<file path="src/rtl/call_ret_pkg.sv">
package call_ret_pkg;

   localparam logic [7:0] OPC_LCALL = 8'h12;
   localparam logic [7:0] OPC_RET   = 8'h22;
   localparam logic [7:0] OPC_RETI  = 8'h32;
   localparam logic [7:0] OPC_PUSH  = 8'hC0;
   localparam logic [7:0] OPC_POP   = 8'hD0;
   localparam logic [4:0] ACALL_LOW = 5'b10001;

   typedef enum logic [2:0] {
      K_NONE, K_ACALL, K_LCALL, K_RET, K_RETI, K_PUSH, K_POP
   } op_kind_t;

   typedef enum logic [2:0] {
      ST_IDLE, ST_PUSH_LO, ST_PUSH_HI, ST_FETCH,
      ST_STORE, ST_POP_HI, ST_POP_LO, ST_LOAD
   } seq_state_t;

endpackage

</file>
<file path="src/rtl/crs_decode.sv">
module crs_decode
   import call_ret_pkg::*;
#(
   parameter bit ACALL_EN = 1'b1
) (
   input  logic [7:0] opcode,
   output op_kind_t   kind
);

   logic is_acall;

   generate
      if (ACALL_EN) begin : g_acall
         assign is_acall = (opcode[4:0] == ACALL_LOW);
      end else begin : g_no_acall
         assign is_acall = 1'b0;
      end
   endgenerate

   always_comb begin
      kind = K_NONE;
      if (is_acall) begin
         kind = K_ACALL;
      end else begin
         case (opcode)
            OPC_LCALL: kind = K_LCALL;
            OPC_RET:   kind = K_RET;
            OPC_RETI:  kind = K_RETI;
            OPC_PUSH:  kind = K_PUSH;
            OPC_POP:   kind = K_POP;
            default:   kind = K_NONE;
         endcase
      end
   end

endmodule

</file>
<file path="src/rtl/crs_target.sv">
module crs_target
   import call_ret_pkg::*;
#(
   parameter int DATA_W = 8,
   parameter int PAGE_W = 3,
   localparam int PC_W  = 2 * DATA_W,
   localparam int OFF_W = DATA_W + PAGE_W
) (
   input  op_kind_t          kind,
   input  logic [PAGE_W-1:0] page,
   input  logic [DATA_W-1:0] op_hi,
   input  logic [DATA_W-1:0] op_lo,
   input  logic [PC_W-1:0]   pc_in,
   output logic [PC_W-1:0]   ret_addr,
   output logic [PC_W-1:0]   target
);

   logic [PC_W-1:0] step;
   logic [PC_W-1:0] page_tgt;
   logic [PC_W-1:0] long_tgt;

   assign step     = (kind == K_LCALL) ? PC_W'(3) : PC_W'(2);
   assign ret_addr = pc_in + step;
   // In-page target keeps the block bits of the following instruction
   assign page_tgt = {ret_addr[PC_W-1:OFF_W], page, op_hi};
   assign long_tgt = {op_hi, op_lo};
   assign target   = (kind == K_ACALL) ? page_tgt : long_tgt;

endmodule

</file>
<file path="src/rtl/crs_stack_ptr.sv">
module crs_stack_ptr #(
   parameter int               SP_W     = 8,
   parameter logic [SP_W-1:0]  SP_RESET = 8'h07
) (
   input  logic            clk,
   input  logic            rst_n,
   input  logic            inc,
   input  logic            dec,
   output logic [SP_W-1:0] sp,
   output logic [SP_W-1:0] sp_up
);

   assign sp_up = sp + SP_W'(1);

   always_ff @(posedge clk or negedge rst_n) begin
      if (!rst_n)   sp <= SP_RESET;
      else if (inc) sp <= sp_up;
      else if (dec) sp <= sp - SP_W'(1);
   end

endmodule

</file>
<file path="src/rtl/crs_fsm.sv">
module crs_fsm
   import call_ret_pkg::*;
#(
   parameter int DATA_W = 8,
   localparam int PC_W  = 2 * DATA_W
) (
   input  logic              clk,
   input  logic              rst_n,
   input  logic              start,
   input  op_kind_t          kind,
   input  logic [PC_W-1:0]   ret_addr,
   input  logic [PC_W-1:0]   target,
   input  logic [DATA_W-1:0] arg,
   input  logic [DATA_W-1:0] ram_rdata,
   input  logic              in_service,
   input  logic [DATA_W-1:0] sp,
   input  logic [DATA_W-1:0] sp_up,
   output logic              sp_inc,
   output logic              sp_dec,
   output logic              ram_we,
   output logic              ram_rd,
   output logic [DATA_W-1:0] ram_addr,
   output logic [DATA_W-1:0] ram_wdata,
   output logic              busy,
   output logic              done,
   output logic [PC_W-1:0]   pc_out,
   output logic              isr_release
);

   seq_state_t        state, nxt;
   op_kind_t          kind_q;
   logic [PC_W-1:0]   ret_q, tgt_q, pc_q;
   logic [DATA_W-1:0] arg_q, hi_q;
   logic              done_q, rel_q;
   logic              accept;

   assign accept      = start && (state == ST_IDLE) && (kind != K_NONE);
   assign busy        = (state != ST_IDLE);
   assign done        = done_q;
   assign pc_out      = pc_q;
   assign isr_release = rel_q;

   always_comb begin
      nxt       = state;
      sp_inc    = 1'b0;
      sp_dec    = 1'b0;
      ram_we    = 1'b0;
      ram_rd    = 1'b0;
      ram_addr  = '0;
      ram_wdata = '0;
      case (state)
         ST_IDLE: begin
            if (accept) begin
               case (kind)
                  K_ACALL, K_LCALL: nxt = ST_PUSH_LO;
                  K_PUSH:           nxt = ST_FETCH;
                  default:          nxt = ST_POP_HI;
               endcase
            end
         end
         ST_PUSH_LO: begin
            ram_we    = 1'b1;
            ram_addr  = sp_up;
            ram_wdata = ret_q[DATA_W-1:0];
            sp_inc    = 1'b1;
            nxt       = ST_PUSH_HI;
         end
         ST_PUSH_HI: begin
            ram_we    = 1'b1;
            ram_addr  = sp_up;
            ram_wdata = ret_q[PC_W-1:DATA_W];
            sp_inc    = 1'b1;
            nxt       = ST_IDLE;
         end
         ST_FETCH: begin
            ram_rd   = 1'b1;
            ram_addr = arg_q;
            nxt      = ST_STORE;
         end
         ST_STORE: begin
            ram_we    = 1'b1;
            ram_wdata = ram_rdata;
            if (kind_q == K_PUSH) begin
               ram_addr = sp_up;
               sp_inc   = 1'b1;
            end else begin
               ram_addr = arg_q;
            end
            nxt = ST_IDLE;
         end
         ST_POP_HI: begin
            ram_rd   = 1'b1;
            ram_addr = sp;
            sp_dec   = 1'b1;
            nxt      = (kind_q == K_POP) ? ST_STORE : ST_POP_LO;
         end
         ST_POP_LO: begin
            ram_rd   = 1'b1;
            ram_addr = sp;
            sp_dec   = 1'b1;
            nxt      = ST_LOAD;
         end
         ST_LOAD: nxt = ST_IDLE;
         default: nxt = ST_IDLE;
      endcase
   end

   always_ff @(posedge clk or negedge rst_n) begin
      if (!rst_n) begin
         state  <= ST_IDLE;
         kind_q <= K_NONE;
         ret_q  <= '0;
         tgt_q  <= '0;
         arg_q  <= '0;
         hi_q   <= '0;
         pc_q   <= '0;
         done_q <= 1'b0;
         rel_q  <= 1'b0;
      end else begin
         state  <= nxt;
         done_q <= (state == ST_PUSH_HI) || (state == ST_STORE) || (state == ST_LOAD);
         rel_q  <= (state == ST_LOAD) && (kind_q == K_RETI) && in_service;
         if (accept) begin
            kind_q <= kind;
            ret_q  <= ret_addr;
            tgt_q  <= target;
            arg_q  <= arg;
         end
         if (state == ST_POP_LO) hi_q <= ram_rdata;
         if (state == ST_PUSH_HI) pc_q <= tgt_q;
         if (state == ST_LOAD)    pc_q <= {hi_q, ram_rdata};
      end
   end

endmodule

</file>
<file path="src/rtl/call_ret_seq.sv">
module call_ret_seq
   import call_ret_pkg::*;
#(
   parameter int          DATA_W   = 8,
   parameter logic [7:0]  SP_RESET = 8'h07,
   parameter bit          ACALL_EN = 1'b1,
   localparam int         PC_W     = 2 * DATA_W,
   localparam int         PAGE_W   = 3
) (
   input  logic              clk,
   input  logic              rst_n,
   input  logic              start,
   input  logic [7:0]        opcode,
   input  logic [DATA_W-1:0] operand1,
   input  logic [DATA_W-1:0] operand2,
   input  logic [PC_W-1:0]   pc_in,
   input  logic              in_service,
   input  logic [DATA_W-1:0] ram_rdata,
   output logic              ram_we,
   output logic              ram_rd,
   output logic [DATA_W-1:0] ram_addr,
   output logic [DATA_W-1:0] ram_wdata,
   output logic [DATA_W-1:0] sp,
   output logic [PC_W-1:0]   pc_out,
   output logic              busy,
   output logic              done,
   output logic              isr_release
);

   generate
      if (DATA_W != 8) begin : g_bad_width
         $error("call_ret_seq: opcode layout needs DATA_W of 8");
      end
   endgenerate

   op_kind_t          kind;
   logic [PC_W-1:0]   ret_addr, target;
   logic [DATA_W-1:0] sp_up;
   logic              sp_inc, sp_dec;

   crs_decode #(.ACALL_EN(ACALL_EN)) u_decode (
      .opcode (opcode),
      .kind   (kind)
   );

   crs_target #(.DATA_W(DATA_W), .PAGE_W(PAGE_W)) u_target (
      .kind     (kind),
      .page     (opcode[7 -: PAGE_W]),
      .op_hi    (operand1),
      .op_lo    (operand2),
      .pc_in    (pc_in),
      .ret_addr (ret_addr),
      .target   (target)
   );

   crs_stack_ptr #(.SP_W(DATA_W), .SP_RESET(SP_RESET)) u_sp (
      .clk   (clk),
      .rst_n (rst_n),
      .inc   (sp_inc),
      .dec   (sp_dec),
      .sp    (sp),
      .sp_up (sp_up)
   );

   crs_fsm #(.DATA_W(DATA_W)) u_fsm (
      .clk         (clk),
      .rst_n       (rst_n),
      .start       (start),
      .kind        (kind),
      .ret_addr    (ret_addr),
      .target      (target),
      .arg         (operand1),
      .ram_rdata   (ram_rdata),
      .in_service  (in_service),
      .sp          (sp),
      .sp_up       (sp_up),
      .sp_inc      (sp_inc),
      .sp_dec      (sp_dec),
      .ram_we      (ram_we),
      .ram_rd      (ram_rd),
      .ram_addr    (ram_addr),
      .ram_wdata   (ram_wdata),
      .busy        (busy),
      .done        (done),
      .pc_out      (pc_out),
      .isr_release (isr_release)
   );

endmodule

</file>
<file path="config.mk">
export PLATFORM = sky130hd
export DESIGN_NAME = call_ret_seq
export DESIGN_NICKNAME = d
export VERILOG_FILES = /design/src/rtl/call_ret_pkg.sv /design/src/rtl/crs_decode.sv /design/src/rtl/crs_target.sv /design/src/rtl/crs_stack_ptr.sv /design/src/rtl/crs_fsm.sv /design/src/rtl/call_ret_seq.sv
export SDC_FILE = /design/constraint.sdc
export NUM_CORES = 1
export LEC_CHECK = 0
export ABC_AREA = 1
export BUFFER_PORTS_ARGS = -buffer_cell sky130_fd_sc_hd__buf_2
export CORE_MARGIN = 10
export CORE_UTILIZATION = 38
export CTS_CLUSTER_DIAMETER = 50
export DETAILED_ROUTE_END_ITERATION = 10
export PLACE_DENSITY_LB_ADDON = 0.12
export RECOVER_POWER = 50
export SYNTH_ARGS = -nofsm -noshare
export SYNTH_HDL_FRONTEND = slang
export SYNTH_SLANG_ARGS = --single-unit
export TNS_END_PERCENT = 100
</file>
<file path="constraint.sdc">
create_clock -name clk -period 2.1 [get_ports clk]
set_input_delay 0.105 -clock clk [delete_from_list [all_inputs] [get_ports clk]]
set_output_delay 0.105 -clock clk [all_outputs]
set_load 0.05 [all_outputs]
</file>
==> reports/metrics.csv, run 1 <==
stage,metric,value,unit
placed_design,dp.cells,905,
global_route,grtUsageTotal,16.75,%
clock_network,cts_sinks,80,
power_and_ir_drop,intPower,0.004018,W
clock_network,clk_latency,330,ps
min_path,min_delay_worst_endpoint,u_fsm.isr_release,
die,die_h,131.4,microns
routing,drtPass1Iterations,5,
die,die_x,131.4,microns
critical_path,cp_max_fo,10,
global_route,grt_pass1_wl,23920,microns
sta,worst_slew_pin_slew,935.9,ps
sta,min_period_over_period,96.72,%
synthesis,syn_area,0.004720,sq mm
synthesis,ys_seq_area_share,42.50,%
critical_path,r2r_setup_slack,380,ps
power_and_ir_drop,comb_power_share,42.1,%
final_layout,layout.nets,815,
synthesis,synth_warnings,0,
synthesis,synth_top_cells_by_area,"dfrtp_1 41%, nand2_1 20%, nand3_1 6.8%",
global_route,grt.overflow.total,0,
critical_path,start_kind,register,
sta,max_freq,0.4923,GHz
sta,maxSlewHeadroom,37.61,%
power_and_ir_drop,p_leak,3.110,nW
clock_network,clk_path_buf_depth,2,
global_route,antenna_found_initial,0,
synthesis,async_flop_share,100.0,%
critical_path,crit_arrival,1930,ps
clock_network,clk_pin_slew,60,ps
placed_design,hpwl,11320,microns
critical_path,r2r.worst_path.cells,9,
clock_network,cts_tree,built,
outcome,outcome,finished clean,
power_and_ir_drop,powerDensity,1281,mW/mm^2
sta,clock_skew,6.108,ps
routing,drt_iter0_drc,356,
final_layout,area_delta_synth_final,23.73,%
routing,drcViolationCount,0,
power_and_ir_drop,pwr-share-seq,36.4,%
routing,drt_wl_total,14650,microns
die,core,0.01211,sq mm
job,cap_violations,0,
clock_network,h-tree-depth,3,
sta,finalSetupViolCount,0,
critical_path,cp.required,2000,ps
synthesis,syn-instance-count,654,
critical_path,path_class,reg -> out,
synthesis,synth_cell_types,39,
die,io_pins,97,
routing,vias,4563,
final_layout,instances_no_fill,932,
placed_design,io_buffers,96,
critical_path,r2r_end,u_fsm.tgt_q[4],
power_and_ir_drop,netSwitchingFraction,46.28,%
sta,fin_crit,2031,ps
final_layout,num_antenna_cells,0,
power_and_ir_drop,vdd_drop_max,419.6,uV
global_route,grt_max_degree,47,
critical_path,setup.worst_path.start,u_fsm.state[2],
synthesis,synth_top_flop_cell,dfrtp_1,
routing,post_drt_via_cell_ratio,4.896,
critical_path,r2r_start,u_fsm.state[0],
placed_design,gp_congestion,0.8621,
final_layout,fin_area,0.005839,sq mm
sta,hold_violations,0,
critical_path,end_kind,output port,
clock_network,cts-buffers-inserted,9,
clock_network,root_buffer,clkbuf_16,
routing,postRouteAntennaNets,0,
placed_design,place_area,0.005378,sq mm
synthesis,synth_area_leader_cell,dfrtp_1,
die,start_util,38.97,%
min_path,hold-path-cell-count,3,
routing,wl_per_cell,15.72,microns
final_layout,drive_gt1_share,20.94,%
power_and_ir_drop,p_sw,0.003461,W
synthesis,synth_edf_count,0,
die,dieArea,0.01728,sq mm
synthesis,ys_ff_latch,80,
die,rows,40,
min_path,hold_start,in_service,
min_path,min_path_type,in -> reg,
global_route,grt_pass1_vias,4472,
synthesis,yosysTopAreaCellShare,40.83,%
sta,finalMaxSlewViolations,0,
synthesis,syn_area_per_cell,7.216,sq um
power_and_ir_drop,pwr-share-clk,21.5,%
synthesis,synthesis.nets,710,
## cell families after synthesis
group / after synthesis / share of synthesized area, %
adders and majority gates: 4 / 1.060
DFF: 80 / 42.50
buffers and inverters: 92 / 8.537
and+or+nand+nor: 384 / 34.89
AOI/OAI and AO/OA: 83 / 10.98
xor gates and xnor gates: 11 / 2.041
## worst max path at each step
stage	end	slack [ps]	cells past startpoint
2_1_floorplan	u_fsm.state[2]	40	4
3_5_place_dp	u_fsm.tgt_q[13]	120	14
4_1_cts	ram_addr[6]	-2	7
3_3_place_gp	u_fsm.tgt_q[13]	170	14
5_1_grt	ram_addr[0]	-10	8
6_report	ram_wdata[7]	70	7
## synthesized netlist by cell type (all sizes together) (2+ instances only)
master,count
nand2,249
dfrtp,77
inv,67
nand3,66
nor2,53
o21ai,39
buf,17
a21oi,13
nand4,9
o211ai,9
o221ai,8
o21bai,7
clkbuf,6
xor2,6
xnor2,5
ha,4
nand3b,4
a31oi,3
dfstp,3
clkinv,2
o2111ai,2
## worst max-delay path, stage by stage (launching register included)
cell and delay [ps]:
dfrtp_2 470, inv_4 120, nand3_1 120, buf_4 200, clkinvlp_4 150, nand2_1 60, o211ai_1 140, buf_2 330
## cells in the final DEF, fill, tap and decap left out, drive strengths merged, types with 2 or more instances in the layout
cell and instances:
ha 4, o2111ai 2, clkinvlp 3, dfstp 3
nand3b 4, xor2 6, nand4 9, a31oi 3
nand2 249, dfrtp 77, xnor2 5, o211ai 9
buf 92, clkbuf 35, a21oi 13, inv 69
o21ai 39, o221ai 8, o21bai 7, nand3 66
nor2 53
## routing by layer
layer / global-route usage, % / routed length [microns] / vias up / share of wire [%]
li1: - / - / 2317 / -
met5: 0 / 0 / - / 0
met4: 5.377 / 153 / 0 / 1.0
met2: 23.60 / 6148 / 145 / 42
met3: 4.154 / 999 / 10 / 6.8
met1: 24.33 / 7354 / 2091 / 50
## sequential cells by signal, indices dropped and copies added, names as in the netlist
register and flops:
u_fsm.done 1, u_sp.sp 8, u_fsm.arg_q 8, u_fsm.hi_q 8, u_fsm.pc_out 16, u_fsm.tgt_q 16
u_fsm.isr_release 1, u_fsm.ret_q 16, u_fsm.state 3, u_fsm.kind_q 3
## area by class of cell
cell class / instances / area [sq um]
clock inverters: 5 / 62.56
fillers: 1280 / 6272
inverters: 69 / 265.3
multi-input cells: 482 / 2402
well taps: 168 / 210.2
clock buffers: 11 / 242.7
flip-flops and latches: 80 / 2009
repair buffers: 117 / 646.9
## power by group through the flow
stage | clock (W) | combinational [W] | sequential [W]
final | 0.00161 | 0.00315 | 0.00272
after global routing | 0.00169 | 0.00347 | 0.00281
after CTS | 0.00163 | 0.00309 | 0.00270
after floorplan | 0 | 0.00150 | 0.00338
after global placement | 0 | 0.00304 | 0.00270
after detailed placement | 0 | 0.00305 | 0.00271
## metrics by stage
step / hold slack [ps] / util (%) / power (W) / setup TNS [ps] / worst slack [ps]
finish: 18.53 / 48.21 / 0.007479 / 0 / 68.86
global route: 31.37 / 48.21 / 0.007974 / -34.68 / -11.31
CTS: 9.446 / 47.30 / 0.007417 / -1.555 / -1.555
detailed placement: 108.9 / 44.40 / 0.005761 / 0 / 117.0
global placement: 102.4 / 44.40 / 0.005736 / 0 / 169.1
floorplan: -190.6 / - / 0.004875 / 0 / 41.95
## timing repair
action	in CTS	in global routing
buffers inserted	0	10
pin swaps	0	5
hold buffers	1	0
endpoints found under the setup margin	13	17
gates resized for setup	11	22
hold endpoints to repair	31	0
No activity file was read; power rests on OpenSTA's default activity.
==> run 2, diff against run 1 <==
Settings changed: CTS_BUF_LIST from default to sky130_fd_sc_hd__clkbuf_2 sky130_fd_sc_hd__clkbuf_4 sky130_fd_sc_hd__clkbuf_8.
==> run 2 against run 1 <==
Wire length grew 1.9%; global-route usage grew 0.29 points; largest cell class unchanged; critical path depth shrank 1.
==> reports/metrics.csv, run 2 (same netlist as run 1, synthesis figures left out) <==
stage,metric,value,unit,change
outcome,outcome,finished clean,,unchanged
critical_path,crit_arrival,1940,ps,was 1930 ps
die,core,0.01211,sq mm,unchanged
routing,drt_iter0_drc,406,,was 356
global_route,grt.overflow.total,0,,unchanged
critical_path,cp.required,2000,ps,about the same
global_route,grt_max_degree,47,,unchanged
clock_network,cts_sinks,80,,unchanged
global_route,grt_pass1_wl,24230,microns,was 23920 microns
clock_network,clk_path_buf_depth,2,,unchanged
sta,clock_skew,13.68,ps,was 6.108 ps
final_layout,instances_no_fill,945,,was 932
clock_network,h-tree-depth,3,,unchanged
die,die_h,131.4,microns,unchanged
routing,vias,4642,,was 4563
critical_path,path_class,reg -> out,,unchanged
sta,setup_tns,0,ps,unchanged
power_and_ir_drop,powerDensity,1216,mW/mm^2,was 1281 mW/mm^2
sta,min_period_over_period,97.14,%,was 96.72%
sta,max_freq,0.4902,GHz,was 0.4923 GHz
routing,wl_per_cell,15.80,microns,was 15.72 microns
routing,post_drt_via_cell_ratio,4.912,,was 4.896
die,io_pins,97,,unchanged
sta,grt_setup_unrepaired,true,,
sta,fin_crit,2040,ps,was 2031 ps
final_layout,area_delta_synth_final,24.87,%,was 23.73%
clock_network,clk_latency,380,ps,was 330 ps
sta,finalMaxSlewViolations,0,,unchanged
critical_path,cp_max_fo,5,,was 10
routing,drcViolationCount,0,,unchanged
power_and_ir_drop,vdd_drop_max,404.3,uV,was 419.6 uV
sta,finalSetupViolCount,0,,unchanged
sta,hold_violations,0,,unchanged
final_layout,drive_gt1_share,21.62,%,was 20.94%
clock_network,cts_tree,built,,unchanged
final_layout,final_common_cell,nand2_1,,unchanged
die,start_util,38.97,%,unchanged
placed_design,dp.cells,905,,unchanged
sta,worst_slew_pin_slew,933.9,ps,was 935.9 ps
die,die_x,131.4,microns,unchanged
final_layout,nFillCells,1283,,was 1280
clock_network,cts-buffers-inserted,9,,unchanged
power_and_ir_drop,power,0.007166,W,was 0.007479 W
clock_network,clk_pin_slew,80,ps,was 60 ps
final_layout,num_antenna_cells,0,,unchanged
global_route,antenna_found_initial,0,,unchanged
power_and_ir_drop,p_leak,3.123,nW,was 3.110 nW
placed_design,gp_congestion,0.8621,,unchanged
die,dieArea,0.01728,sq mm,unchanged
global_route,grtUsageTotal,17.04,%,was 16.75%
sta,maxSlewHeadroom,37.74,%,was 37.61%
placed_design,hpwl,11320,microns,unchanged
placed_design,io_buffers,96,,unchanged
global_route,grt_pass1_vias,4516,,was 4472
final_layout,layout_common_cells,"241 x nand2_1, 74 x dfrtp_1, 64 x buf_2, 59 x nand3_1, 56 x inv_1",,"was 243 x nand2_1, 74 x dfrtp_1, 67 x buf_2, 61 x nand3_1, 56 x inv_1"
routing,drt_wl_total,14930,microns,was 14650 microns
min_path,min_path_type,in -> reg,,unchanged
critical_path,end_kind,output port,,unchanged
critical_path,start_kind,register,,unchanged
clock_network,root_buffer,clkbuf_8,,was clkbuf_16
job,cap_violations,0,,unchanged
final_layout,layout.nets,828,,was 815
routing,postRouteAntennaNets,0,,unchanged
routing,drtPass1Iterations,5,,unchanged
die,rows,40,,unchanged
## run 2: worst max-delay path: stages, from the launching register on
cell and delay, ps:
dfstp_2 590, buf_4 140, inv_1 90, ha_1 300, nand2_1 100, o221ai_1 130
buf_4 220
## run 2: area by class of cell
class / count / area [sq um] / share of cell area (%)
clock buffers: 11 / 145.1 / 2.463
clock inverters: 5 / 62.56 / 1.062
inverters: 69 / 265.3 / 4.501
multi-input cells: 483 / 2431 / 41.25
flip-flops and latches: 80 / 2009 / 34.10
well taps: 168 / 210.2 / 3.567
repair buffers: 129 / 769.5 / 13.06
## run 2: where the power goes
| part | internal [W] | switching (W) | leakage [nW] |
|---|---|---|---|
| Clock | 0.000604 | 0.000612 | 0.100 |
| Combinational | 0.000881 | 0.00236 | 2.03 |
| Sequential | 0.00222 | 0.000491 | 0.993 |
| Total | 0.00370 | 0.00347 | 3.12 |
## run 2: path summary, 6_finish.rpt
| kind | start | slack, ps | endpoint | depth (start not counted) |
|---|---|---|---|---|
| max in group asynchronous | rst_n | 410 | u_fsm.state[0] | 3 |
| worst max-delay path | u_sp.sp[0] | 60 | ram_addr[1] | 6 |
| worst min-delay path | operand1[1] | 20 | u_fsm.arg_q[1] | 3 |
| worst min register to register | u_fsm.tgt_q[2] | 480 | u_fsm.tgt_q[2] | 2 |
| worst max register to register | u_sp.sp[0] | 280 | u_sp.sp[6] | 10 |
| min in group asynchronous | rst_n | 400 | u_sp.sp[4] | 2 |
## run 2: timing repair
action	CTS	global route
hold endpoints to repair	41	0
buffers inserted	3	9
setup endpoints to repair	17	17
pin swaps	1	7
resized for setup	16	25
hold buffers	11	0
cloned	0	1
## run 2: through the flow
step	area [sq um]	util (%)	hold slack [ps]	worst slack, ps
after global routing	5893	48.66	35.25	-40.85
after global placement	5378	44.40	102.4	169.1
after detailed placement	5378	44.40	108.9	117.0
after floorplan	4726	-	-190.6	41.95
after CTS	5772	47.65	12.64	4.788
final	5893	48.66	18.39	59.98
## run 2: per-layer routing
| layer | vias to the layer above | track usage [%] | share of wire (%) |
|---|---|---|---|
| met5 | - | 0 | 0 |
| met4 | 0 | 4.821 | 1.5 |
| met3 | 20 | 4.688 | 6.6 |
| met2 | 152 | 24.16 | 41 |
| met1 | 2129 | 24.60 | 51 |
| li1 | 2341 | - | - |
==> run 3, diff against run 2 <==
Settings changed: BUFFER_PORTS_ARGS -buffer_cell sky130_fd_sc_hd__buf_2 to default, CORE_UTILIZATION 38 to 40, DONT_BUFFER_PORTS from default to 1, GPL_TIMING_DRIVEN from default to 0.
==> run 3 against run 2 <==
The run now ends with setup timing left; first-iteration DRC count is 21% lower; wire length is essentially flat; utilization rose by 1.6 points; combinational power decreased by 30%; largest power group is now sequential cells; largest cell class unchanged; flip-flop and latch count unchanged; non-clock buffer count fell by 63; clock power up 4%.
==> reports/metrics.csv, run 3 (same netlist as run 1, synthesis figures left out) <==
stage,metric,value,unit,change
outcome,outcome,"complete, but fails checks",,was finished clean
outcome,violations,setup timing,,
routing,drtPass1Iterations,5,,unchanged
power_and_ir_drop,pwr-share-clk,17.9,%,was 17.0%
sta,maxSlewHeadroom,18.95,%,was 37.74%
min_path,min_path_type,in -> reg,,unchanged
min_path,hold_start,operand1[7],,was operand1[1]
global_route,grtUsageTotal,17.99,%,was 17.04%
power_and_ir_drop,powerDensity,1232,mW/mm^2,was 1216 mW/mm^2
die,io_pins,97,,unchanged
die,die_h,128.6,microns,was 131.4 microns
routing,drt_iter0_drc,321,,was 406
final_layout,area_delta_synth_final,22.14,%,was 24.87%
die,die_x,128.6,microns,was 131.4 microns
placed_design,dp_slack,-78.59,ps,was 117.0 ps
clock_network,clk_latency,360,ps,was 380 ps
global_route,grt_max_degree,81,,was 47
routing,wl_per_cell,17.46,microns,was 15.80 microns
power_and_ir_drop,p_sw,0.003464,W,was 0.003465 W
placed_design,io_buffers,0,,was 96
die,dieArea,0.01654,sq mm,was 0.01728 sq mm
die,rows,39,,was 40
power_and_ir_drop,comb_power_share,31.7,%,was 45.3%
sta,finalSetupViolCount,16,,was 0
power_and_ir_drop,intPower,0.003641,W,was 0.003701 W
sta,max_freq,0.4450,GHz,was 0.4902 GHz
clock_network,clk_path_buf_depth,2,,unchanged
final_layout,num_antenna_cells,0,,unchanged
critical_path,start_kind,register,,unchanged
critical_path,r2r_start,u_fsm.state[1],,was u_sp.sp[0]
critical_path,end_kind,output port,,unchanged
clock_network,root_buffer,clkbuf_8,,unchanged
placed_design,dp.cells,799,,was 905
final_layout,final_common_cell,nand2_1,,unchanged
power_and_ir_drop,p_leak,2.939,nW,was 3.123 nW
critical_path,path_class,reg -> out,,unchanged
clock_network,cts-buffers-inserted,9,,unchanged
clock_network,clk_pin_slew,90,ps,was 80 ps
routing,drcViolationCount,0,,unchanged
global_route,grt.overflow.total,0,,unchanged
critical_path,cp_num_buf_inv,1,,was 3
sta,grt_setup_unrepaired,true,,unchanged
final_layout,fin_util,50.27,%,was 48.66%
routing,vias,4497,,was 4642
critical_path,crit_chain,nor2_4 > nand2_4 > buf_8 > o211ai_1,,was buf_4 > inv_1 > ha_1 > nand2_1 > o221ai_1 > buf_4
power_and_ir_drop,power,0.007104,W,was 0.007166 W
sta,setup_ws,-147.3,ps,was 59.98 ps
power_and_ir_drop,netSwitchingFraction,48.75,%,was 48.36%
critical_path,cpMaxStageDelayCell,o211ai_1,,was dfstp_2
critical_path,crit_arrival,2140,ps,was 1940 ps
critical_path,r2r_end,u_fsm.state[2],,was u_sp.sp[6]
sta,setup_tns,-1043,ps,was 0 ps
final_layout,nFillCells,1142,,was 1283
critical_path,cp.required,2000,ps,about the same
routing,post_drt_via_cell_ratio,5.260,,was 4.912
clock_network,cts_tree,built,,unchanged
min_path,min_delay_worst_endpoint,u_fsm.tgt_q[15],,was u_fsm.arg_q[1]
routing,drt_wl_total,14930,microns,about the same
global_route,grt_pass1_wl,24120,microns,was 24230 microns
sta,finalMaxSlewViolations,0,,unchanged
sta,min_period_over_period,107.0,%,was 97.14%
die,core,0.01147,sq mm,was 0.01211 sq mm
final_layout,layout.nets,764,,was 828
placed_design,hpwl,11110,microns,was 11320 microns
final_layout,drive_gt1_share,15.17,%,was 21.62%
critical_path,r2r.worst_path.cells,9,,was 10
critical_path,path_delay_family,compound AO/OA/AOI/OAI gates,,was flip-flops
critical_path,r2r_setup_slack,110,ps,was 280 ps
placed_design,gp_congestion,0.9113,,was 0.8621
routing,postRouteAntennaNets,0,,unchanged
final_layout,layout_common_cells,"241 x nand2_1, 72 x dfrtp_1, 60 x nand3_1, 57 x inv_1, 42 x nor2_1",,"was 241 x nand2_1, 74 x dfrtp_1, 64 x buf_2, 59 x nand3_1, 56 x inv_1"
global_route,antenna_found_initial,0,,unchanged
min_path,hold-path-cell-count,4,,was 3
job,cap_violations,0,,unchanged
final_layout,instances_no_fill,855,,was 945
global_route,grt_pass1_vias,4465,,was 4516
critical_path,cp_max_fo,5,,unchanged
die,start_util,41.16,%,was 38.97%
critical_path,critPathMaxStageDelay,950,ps,was 590 ps
clock_network,h-tree-depth,3,,unchanged
power_and_ir_drop,pwr-share-seq,50.4,%,was 37.8%
clock_network,cts_sinks,80,,unchanged
sta,worst_slew_pin_slew,1210,ps,was 933.9 ps
sta,hold_violations,0,,unchanged
sta,fin_crit,2247,ps,was 2040 ps
power_and_ir_drop,vdd_drop_max,585.1,uV,was 404.3 uV
sta,clock_skew,10.39,ps,was 13.68 ps
==> run 3: worst max path at each step <==
| stage | cells after the start | slack, ps | from | endpoint |
|---|---|---|---|---|
| after CTS | 5 | -150 | u_fsm.state[2] | ram_addr[7] |
| after detailed placement | 4 | -80 | u_fsm.state[1] | ram_wdata[7] |
| final | 4 | -150 | u_fsm.state[1] | ram_wdata[7] |
| after global placement | 4 | -170 | u_fsm.state[1] | u_fsm.state[2] |
| after global routing | 4 | -200 | u_fsm.state[1] | ram_wdata[7] |
| after floorplan | 4 | 40 | u_fsm.state[1] | u_fsm.state[2] |
==> run 3: per-stage QoR <==
step	hold slack, ps	cell area (sq um)
final	27.74	5764
after detailed placement	-187.2	4916
after floorplan	-190.6	4726
after CTS	16.24	5687
after global routing	32.43	5764
after global placement	-187.2	4905
==> run 3: worst min-delay path, delay by kind of cell <==
kind	cells	cell delay, ps
and+or+nand+nor	3	200
buffers and inverters	1	40
==> run 3: metal layers <==
metal  share of wire, %  global-route usage, %  vias up
li1                   -                      -     2214
met4                1.0                  4.912        0
met3                8.5                  5.051       16
met1                 46                  24.49     2105
met5                  0                      0        -
met2                 44                  27.43      162
==> run 3: power by group through the flow <==
stage | Sequential, W | Combinational [W] | Clock, W
6_report | 0.00358 | 0.00226 | 0.00127
5_1_grt | 0.00366 | 0.00252 | 0.00136
4_1_cts | 0.00359 | 0.00213 | 0.00129
3_5_place_dp | 0.00357 | 0.00180 | 0
3_3_place_gp | 0.00354 | 0.00176 | 0
2_1_floorplan | 0.00338 | 0.00150 | 0
==> run 3: timing repair <==
item | CTS | global route
hold buffers | 29 | 0
cloned | 1 | 0
setup endpoints to repair | 17 | 16
hold endpoints to repair | 118 | 0
pin swaps | 10 | 8
resized for setup | 40 | 14
setup buffers | 9 | 2
==> run 3: cell type report <==
type / instances / area [sq um] / share of cell area, %
Sequential cell: 80 / 2023 / 35.10
Tap cell: 143 / 178.9 / 3.104
Timing Repair Buffer: 43 / 395.4 / 6.859
Clock inverter: 6 / 92.59 / 1.606
Clock buffer: 9 / 123.9 / 2.149
Multi-Input combinational cell: 482 / 2530 / 43.89
Inverter: 69 / 264.0 / 4.580
Buffer: 23 / 156.4 / 2.713
